==> src/rtl/intc_pkg.sv <==
`timescale 1ns/1ps
package intc_pkg;
  localparam int PRIO_W = 5;
  localparam int ADDR_W = 8;

  typedef struct packed {
    logic [PRIO_W-1:0] prio;
    logic              edge_sel;
    logic              to_fiq;
  } lvl_t;

  localparam logic [ADDR_W-1:0] OFS_PEND    = 8'h00;
  localparam logic [ADDR_W-1:0] OFS_MASK    = 8'h08;
  localparam logic [ADDR_W-1:0] OFS_IRQ_NUM = 8'h10;
  localparam logic [ADDR_W-1:0] OFS_FIQ_NUM = 8'h12;
  localparam logic [ADDR_W-1:0] OFS_CTRL    = 8'h14;
  localparam logic [ADDR_W-1:0] OFS_LVL     = 8'h20;
endpackage

==> src/rtl/intc_pend.sv <==
`timescale 1ns/1ps
module intc_pend #(
  parameter int N_SRC = 32
) (
  input  logic             clk,
  input  logic             rst_n,
  input  logic [N_SRC-1:0] src_i,
  input  logic [N_SRC-1:0] edge_i,
  input  logic [N_SRC-1:0] wclr_i,
  input  logic [N_SRC-1:0] aclr_i,
  output logic [N_SRC-1:0] pend_o
);
  logic [N_SRC-1:0] src_q;
  logic [N_SRC-1:0] pend_q;
  logic [N_SRC-1:0] pend_n;
  logic [N_SRC-1:0] rise;

  assign rise = src_i & ~src_q;

  // edge lines: sticky, cleared by software or by acknowledge; a new edge wins
  // level lines: registered copy of the input
  always_comb begin
    for (int i = 0; i < N_SRC; i++) begin
      if (edge_i[i])
        pend_n[i] = (pend_q[i] & ~wclr_i[i] & ~aclr_i[i]) | rise[i];
      else
        pend_n[i] = src_i[i];
    end
  end

  always_ff @(posedge clk or negedge rst_n) begin
    if (!rst_n) begin
      src_q  <= '0;
      pend_q <= '0;
    end else begin
      src_q  <= src_i;
      pend_q <= pend_n;
    end
  end

  assign pend_o = pend_q;
endmodule

==> src/rtl/intc_regs.sv <==
`timescale 1ns/1ps
module intc_regs
  import intc_pkg::*;
#(
  parameter int N_SRC  = 32,
  parameter int DATA_W = 16,
  parameter int ID_W   = 5
) (
  input  logic                    clk,
  input  logic                    rst_n,
  input  logic [ADDR_W-1:0]       addr_i,
  input  logic                    wr_i,
  input  logic [DATA_W-1:0]       wdata_i,
  input  logic [N_SRC-1:0]        pend_i,
  input  logic [ID_W-1:0]         irq_num_i,
  input  logic [ID_W-1:0]         fiq_num_i,
  output logic [N_SRC-1:0]        mask_o,
  output lvl_t [N_SRC-1:0]        lvl_o,
  output logic [N_SRC-1:0]        wclr_o,
  output logic [1:0]              ack_o,
  output logic [DATA_W-1:0]       rdata_o
);
  localparam int NWORD    = N_SRC / DATA_W;
  localparam int LVL_BITS = $bits(lvl_t);

  // mask words and pending-clear decode, one per half
  for (genvar w = 0; w < NWORD; w++) begin : g_word
    localparam logic [ADDR_W-1:0] MASK_A = ADDR_W'(int'(OFS_MASK) + 2 * w);
    localparam logic [ADDR_W-1:0] PEND_A = ADDR_W'(int'(OFS_PEND) + 2 * w);
    logic              m_en;
    logic [DATA_W-1:0] m_n;
    logic [DATA_W-1:0] m_q;

    assign m_en = wr_i && (addr_i == MASK_A);
    assign m_n  = wdata_i;

    always_ff @(posedge clk or negedge rst_n) begin
      if (!rst_n)    m_q <= '1;
      else if (m_en) m_q <= m_n;
    end

    assign mask_o[w*DATA_W +: DATA_W] = m_q;
    assign wclr_o[w*DATA_W +: DATA_W] =
      (wr_i && (addr_i == PEND_A)) ? ~wdata_i : '0;
  end

  // per-line configuration registers
  for (genvar i = 0; i < N_SRC; i++) begin : g_lvl
    localparam logic [ADDR_W-1:0] LVL_A = ADDR_W'(int'(OFS_LVL) + 2 * i);
    logic l_en;
    lvl_t l_n;
    lvl_t l_q;

    assign l_en = wr_i && (addr_i == LVL_A);
    assign l_n  = lvl_t'(wdata_i[LVL_BITS-1:0]);

    always_ff @(posedge clk or negedge rst_n) begin
      if (!rst_n)    l_q <= '0;
      else if (l_en) l_q <= l_n;
    end

    assign lvl_o[i] = l_q;
  end

  // acknowledge strobes are not stored: control reads as zero
  assign ack_o = (wr_i && (addr_i == OFS_CTRL)) ? wdata_i[1:0] : 2'b00;

  always_comb begin
    rdata_o = '0;
    for (int w = 0; w < NWORD; w++) begin
      if (addr_i == ADDR_W'(int'(OFS_PEND) + 2 * w)) rdata_o = pend_i[w*DATA_W +: DATA_W];
      if (addr_i == ADDR_W'(int'(OFS_MASK) + 2 * w)) rdata_o = mask_o[w*DATA_W +: DATA_W];
    end
    if (addr_i == OFS_IRQ_NUM) rdata_o = DATA_W'(irq_num_i);
    if (addr_i == OFS_FIQ_NUM) rdata_o = DATA_W'(fiq_num_i);
    for (int i = 0; i < N_SRC; i++) begin
      if (addr_i == ADDR_W'(int'(OFS_LVL) + 2 * i)) rdata_o = DATA_W'(lvl_o[i]);
    end
  end
endmodule

==> src/rtl/intc_arb.sv <==
`timescale 1ns/1ps
module intc_arb
  import intc_pkg::*;
#(
  parameter int N_SRC   = 32,
  parameter int ID_W    = 5,
  parameter bit FIQ_SEL = 1'b0
) (
  input  logic             clk,
  input  logic             rst_n,
  input  logic [N_SRC-1:0] pend_i,
  input  logic [N_SRC-1:0] mask_i,
  input  lvl_t [N_SRC-1:0] lvl_i,
  input  logic             ack_i,
  output logic             valid_o,
  output logic [ID_W-1:0]  num_o,
  output logic [N_SRC-1:0] aclr_o
);
  logic [N_SRC-1:0]  elig;
  logic              found;
  logic [PRIO_W-1:0] best_p;
  logic [ID_W-1:0]   best_id;
  logic              valid_q, valid_n;
  logic [ID_W-1:0]   num_q, num_n;
  logic              upd;

  always_comb begin
    for (int i = 0; i < N_SRC; i++)
      elig[i] = pend_i[i] & ~mask_i[i] & (lvl_i[i].to_fiq == FIQ_SEL);
  end

  // ascending scan with strict compare: ties stay with the lower index
  always_comb begin
    found   = 1'b0;
    best_p  = '1;
    best_id = '0;
    for (int i = 0; i < N_SRC; i++) begin
      if (elig[i] && (!found || (lvl_i[i].prio < best_p))) begin
        found   = 1'b1;
        best_p  = lvl_i[i].prio;
        best_id = ID_W'(i);
      end
    end
  end

  assign upd = !valid_q || ack_i;

  always_comb begin
    if (!valid_q) begin
      valid_n = found;
      num_n   = found ? best_id : '0;
    end else begin
      valid_n = 1'b0;
      num_n   = '0;
    end
  end

  always_ff @(posedge clk or negedge rst_n) begin
    if (!rst_n) begin
      valid_q <= 1'b0;
      num_q   <= '0;
    end else if (upd) begin
      valid_q <= valid_n;
      num_q   <= num_n;
    end
  end

  always_comb begin
    aclr_o = '0;
    if (valid_q && ack_i && lvl_i[num_q].edge_sel) aclr_o[num_q] = 1'b1;
  end

  assign valid_o = valid_q;
  assign num_o   = num_q;
endmodule

==> src/rtl/intc_top.sv <==
`timescale 1ns/1ps
module intc_top
  import intc_pkg::*;
#(
  parameter int N_SRC  = 32,
  parameter int DATA_W = 16
) (
  input  logic              clk,
  input  logic              rst_n,
  input  logic [N_SRC-1:0]  src_i,
  input  logic [ADDR_W-1:0] reg_addr,
  input  logic              reg_wr,
  input  logic [DATA_W-1:0] reg_wdata,
  output logic [DATA_W-1:0] reg_rdata,
  output logic              irq_o,
  output logic              fiq_o
);
  localparam int ID_W  = $clog2(N_SRC);
  localparam int N_OUT = 2;

  logic rst_s1, rst_q;
  always_ff @(posedge clk or negedge rst_n) begin
    if (!rst_n) begin
      rst_s1 <= 1'b0;
      rst_q  <= 1'b0;
    end else begin
      rst_s1 <= 1'b1;
      rst_q  <= rst_s1;
    end
  end

  logic [N_SRC-1:0] pend;
  logic [N_SRC-1:0] mask_q;
  lvl_t [N_SRC-1:0] lvl;
  logic [N_SRC-1:0] wclr;
  logic [N_SRC-1:0] edge_v;
  logic [N_OUT-1:0] ack;
  logic [N_OUT-1:0] valid;
  logic [ID_W-1:0]  num  [N_OUT];
  logic [N_SRC-1:0] aclr [N_OUT];
  logic [N_SRC-1:0] aclr_all;
  logic [ID_W-1:0]  irq_num, fiq_num;

  always_comb begin
    for (int i = 0; i < N_SRC; i++) edge_v[i] = lvl[i].edge_sel;
  end

  intc_pend #(.N_SRC(N_SRC)) u_pend (
    .clk    (clk),
    .rst_n  (rst_q),
    .src_i  (src_i),
    .edge_i (edge_v),
    .wclr_i (wclr),
    .aclr_i (aclr_all),
    .pend_o (pend)
  );

  intc_regs #(.N_SRC(N_SRC), .DATA_W(DATA_W), .ID_W(ID_W)) u_regs (
    .clk       (clk),
    .rst_n     (rst_q),
    .addr_i    (reg_addr),
    .wr_i      (reg_wr),
    .wdata_i   (reg_wdata),
    .pend_i    (pend),
    .irq_num_i (irq_num),
    .fiq_num_i (fiq_num),
    .mask_o    (mask_q),
    .lvl_o     (lvl),
    .wclr_o    (wclr),
    .ack_o     (ack),
    .rdata_o   (reg_rdata)
  );

  for (genvar k = 0; k < N_OUT; k++) begin : g_arb
    intc_arb #(.N_SRC(N_SRC), .ID_W(ID_W), .FIQ_SEL(k == 1)) u_arb (
      .clk     (clk),
      .rst_n   (rst_q),
      .pend_i  (pend),
      .mask_i  (mask_q),
      .lvl_i   (lvl),
      .ack_i   (ack[k]),
      .valid_o (valid[k]),
      .num_o   (num[k]),
      .aclr_o  (aclr[k])
    );
  end

  assign aclr_all = aclr[0] | aclr[1];
  assign irq_num  = num[0];
  assign fiq_num  = num[1];
  assign irq_o    = valid[0];
  assign fiq_o    = valid[1];
endmodule

==> config.mk <==
export PLATFORM = sky130hd
export DESIGN_NAME = intc_top
export DESIGN_NICKNAME = d
export VERILOG_FILES = /design/src/rtl/intc_pkg.sv /design/src/rtl/intc_pend.sv /design/src/rtl/intc_regs.sv /design/src/rtl/intc_arb.sv /design/src/rtl/intc_top.sv
export SDC_FILE = /design/constraint.sdc
export NUM_CORES = 1
export LEC_CHECK = 0
export ABC_AREA = 1
export BUFFER_PORTS_ARGS = -buffer_cell sky130_fd_sc_hd__buf_2
export CAP_MARGIN = 30
export CORE_ASPECT_RATIO = 1.1
export CORE_MARGIN = 2
export CORE_UTILIZATION = 56
export DETAILED_ROUTE_END_ITERATION = 8
export GPL_TIMING_DRIVEN = 0
export PLACE_DENSITY = 0.75
export SLEW_MARGIN = 20
export SYNTH_ARGS = -nofsm -noshare
export SYNTH_HDL_FRONTEND = slang
export SYNTH_SLANG_ARGS = --single-unit
==> constraint.sdc <==
create_clock -name clk -period 9.8 [get_ports clk]
set_clock_uncertainty 0.05 [all_clocks]
set_input_delay 1.47 -clock clk [delete_from_list [all_inputs] [get_ports clk]]
set_output_delay 1.47 -clock clk [all_outputs]
set_load 0.01 [all_outputs]
==> results by stage <==
Place:
- Before CTS, the worst setup slack after placement is -26.47 ns.
- The placed wire-length estimate after detailed placement is 87700 um.
- The count of port buffers added during placement is 75.
- In this run, placement finished with an instance count of 5671.
- Routability-driven placement finished with a final weighted congestion of 1.07.
- The placed instance area is 33200 um2.

Synthesis:
- The mapped cell area is 31600 um2.
- The proportion of synthesized flip-flops having asynchronous set or reset is 1.00.
- The number of unique standard cell types used by synthesis is 56.
- In the synthesized netlist the dominant register cell turns out to be sky130_fd_sc_hd__dfrtp_1.
- The fraction of the yosys area taken by sequential cells is 0.265.
- The synthesized netlist net count is 5032.
- During synthesis, Yosys emitted a total of 0 warnings.
- The number of synthesized flops with an enable pin is 0.
- Averaged over all synthesized cells, the footprint is 6.53 um2.
- The number of synthesized register bits is 334.
- After technology mapping, the gate count stands at 4841.

Drt:
- The per-cell via count in the routed design is 5.82.
- After detailed routing, the met3 layer carries 11400 um of wire.
- The routed wirelength normalized by instance count is 19.8 um.
- The routed design uses 53900 um of met2 wire.
- In this run the remaining antenna-violating nets after routing total 0.
- The overall via count from detail_route is 35.4k.
- The routed design has 121000 um of wire.
- The number of detailed-route iterations in the first pass is 9.
- The number of DRC markers after the initial detailed-route iteration is 3969.
- After detailed routing, the number of remaining DRC violations is 6.
- The routed length on met1 is 49100 um.
- The highest routing layer actually used is met5.

Layout:
- In the layout the commonest cells are sky130_fd_sc_hd__nand2_1, sky130_fd_sc_hd__inv_1, sky130_fd_sc_hd__nand3_1.
- The multi-input combinational cells in the finished layout cover a total of 22200 um2.
- 0 antenna diodes ended up in the layout.
- In the final layout, flip-flops and latches occupy 8400 um2.
- Compared with the post-synthesis result, the final layout area differs by 26.7%.
- The number of nets in the layout is 5504.
- The number of filler instances in the final layout is 4476.
- The most common library cell in the layout ignoring fill and taps is sky130_fd_sc_hd__nand2_1.
- Measured on the finished design, the core utilization comes to 0.716.
- The count of cells in the finished layout, fillers not included, comes to 6087.
- Once layout is done, the placed cells without fillers occupy 40100 um2.
- Of the cells placed in the final design, the portion with a size suffix greater than 1 is 0.276.

Clocking:
- In this run the clock root is driven by a sky130_fd_sc_hd__clkbuf_16.
- The maximum count of clock buffers along a single path is 3.
- Counting the buffers created by CTS gives 38.
- The TritonCTS clock tree is done.
- The clock drives 334 sinks.
- The total number of H-tree levels is 2.
- The number of hold buffers added after CTS was 0.
- The clock-pin slew on the worst setup and hold paths is 0.06 ns.
- The clock network latency to the later pin of the worst-skew pair is 0.54 ns.

Setup path:
- On the worst path, the slowest cell contributes a delay of 0.38 ns.
- The arrival time of data at the critical path endpoint is 33.54 ns.
- The critical path is of the register to register type.
- The required time at the endpoint of the critical path is 10.23 ns.
- The largest individual stage delay along the critical path comes from the cell sky130_fd_sc_hd__dfstp_2.
- In this run the worst path has a maximum fanout of 7.
- The most critical setup path has its startpoint at u_regs.g_word[0].m_q[0]$_DFFE_PN1P_.
- The worst setup path is captured at a register.
- The startpoint identified for the worst register-to-register timing path is u_regs.g_word[0].m_q[0]$_DFFE_PN1P_.
- Among the stages of the critical path, the cell type that occurs most often is sky130_fd_sc_hd__nand2_4.
- The startpoint type of the worst setup path is a register.

Floorplanning:
- The floorplan step defined a core boundary enclosing 56000 um2.
- The floorplan has 91 rows.
- The floorplan step defined a die boundary enclosing 58400 um2.
- The initial utilization of the core area, before any placement, comes to 0.565.
- 77 I/O pins were placed.
- From left edge to right edge, the die measures 231 um.
- The die is 253 um tall.

Timing:
- The final count of hold timing violations is 0.
- The maximum achievable frequency is 30.2 MHz.
- Final hold analysis gives a worst-case slack of 0.266 ns.
- The share of the cycle needed by the critical path after routing is 3.38.
- The pin slew with the least headroom to its limit is 1.18 ns.
- Subtracting the final worst setup slack from the clock period gives 33.11 ns.
- The setup total negative slack is -232.84 ns.
- Across all setup checks in the final design, the least slack found is -23.31 ns.
- Setup violations remaining at the end of the flow were counted as 10.
- Setup repair after global routing could not meet its margin everywhere.
- The worst relative slew slack is 0.208.
- The number of max-slew violations in the final report is 0.

GRT:
- Entering global routing, the biggest net connects 58 pins.
- The initial antenna violation count is 2.
- The aggregate global-route resource usage is 0.386.
- The wire length of the first global-routing pass is 176000 um.
- The via count of the first global-routing pass is 31.2k.
- The sum of overflow across all layers after global routing is 0.

Status:
- The flow ran to the end, but the final reports show violations.
- The checks that failed: DRC, setup timing.

Power:
- The largest voltage drop on the vdd net is 0.168 mV.
- In this run the static leakage power is 19.9 nW.
- The completed layout was analyzed and its total power is 7.23 mW.
- The power per standard cell area is 180 nW/um2.

Job:
- The reported max-cap violation count is 0.

Hold path:
- The path class of the lowest-slack min-delay path is register to asynchronous set/reset pin.
[per-layer routing]
| layer | vias up | global-route usage |
|---|---|---|
| met3 | 366 | 0.0590 |
| li1 | 16700 | - |
| met1 | 16400 | 0.534 |
| met4 | 4 | 0.164 |
| met2 | 1857 | 0.601 |
| met5 | - | 0 |
[cell usage after synthesis (all sizes together), types with 11 or more instances]
cell / count / area share
nand2: 1625 / 0.23
inv: 681 / 0.081
nand3: 666 / 0.12
o21ai: 468 / 0.074
nor2: 323 / 0.039
dfrtp: 302 / 0.24
ha: 132 / 0.052
o21bai: 101 / 0.024
clkbuf: 84 / 0.013
nor3: 81 / 0.013
buf: 75 / 0.027
a21oi: 43 / 0.0068
nand4: 37 / 0.0073
o22ai: 36 / 0.0071
dfstp: 32 / 0.027
o2111ai: 18 / 0.0050
o211ai: 18 / 0.0043
a221oi: 16 / 0.0044
o41ai: 13 / 0.0036
or2: 13 / 0.0026
clkinv: 11 / 0.0013
o31ai: 11 / 0.0026
[sequential cells by signal, summed over array words and instances (netlist names)]
register,count
g_arb.u_arb.valid_o,2
u_regs.g_word.m_q,32
u_regs.lvl_o,224
rst_q,1
u_pend.pend_o,32
u_pend.src_q,32
rst_s1,1
g_arb.u_arb.num_o,10
[worst paths after layout]
kind	slack, ns	endpoint	cells past startpoint
hold reg to reg	0.27	u_regs.lvl_o[6]$_DFFE_PN0P_	0
setup reg to reg	-23.31	g_arb[0].u_arb.num_o[2]$_DFFE_PN0P_	312
max in group asynchronous	8.09	u_regs.g_word[1].m_q[2]$_DFFE_PN1P_	3
setup / recovery	-23.31	g_arb[0].u_arb.num_o[2]$_DFFE_PN0P_	312
hold / removal	0.27	u_regs.lvl_o[6]$_DFFE_PN0P_	0
min in group clk	0.32	rst_q$_DFF_PN0_	0
[report_power, final]
part	internal, mW	switching, mW	total, mW
Clock	0.927	0.610	1.54
Combinational	1.64	2.42	4.06
Sequential	1.47	0.162	1.63
[area by class of cell]
cell class / instances / area share
tap: 744 / 0.0232
sequential: 334 / 0.210
timing repair buffer: 431 / 0.0780
inverter: 692 / 0.0650
multi-input combinational: 3653 / 0.554
clock buffer: 59 / 0.0290
clock inverter: 11 / 0.00440
buffer: 163 / 0.0365
[worst max-delay path, delay by kind of cell (launching register included)]
kind | cells | cell delay [ns]
flops | 1 | 0.38
simple gates | 199 | 15.15
buf+inv | 43 | 5.37
compound gates | 41 | 3.45
fa+ha+maj | 29 | 8.51
[cell families (layout without fill, tap and decap cells)]
kind of cell    after synthesis  count (layout)  synth area share
buf+inv                     855            1356             0.125
fa+ha+maj                   132             132            0.0522
simple gates               2758            2759             0.415
flops                       334             334             0.265
other cells                   1               1          0.000119
compound gates              761             761             0.141
[what timing repair did]
action / CTS / global route
gates cloned: 2 / 1
pin swaps: 220 / 502
setup buffers: 201 / 124
endpoints found under the setup margin: 10 / 12
resized for setup: 244 / 399
Power figures use the tool's default switching activity.
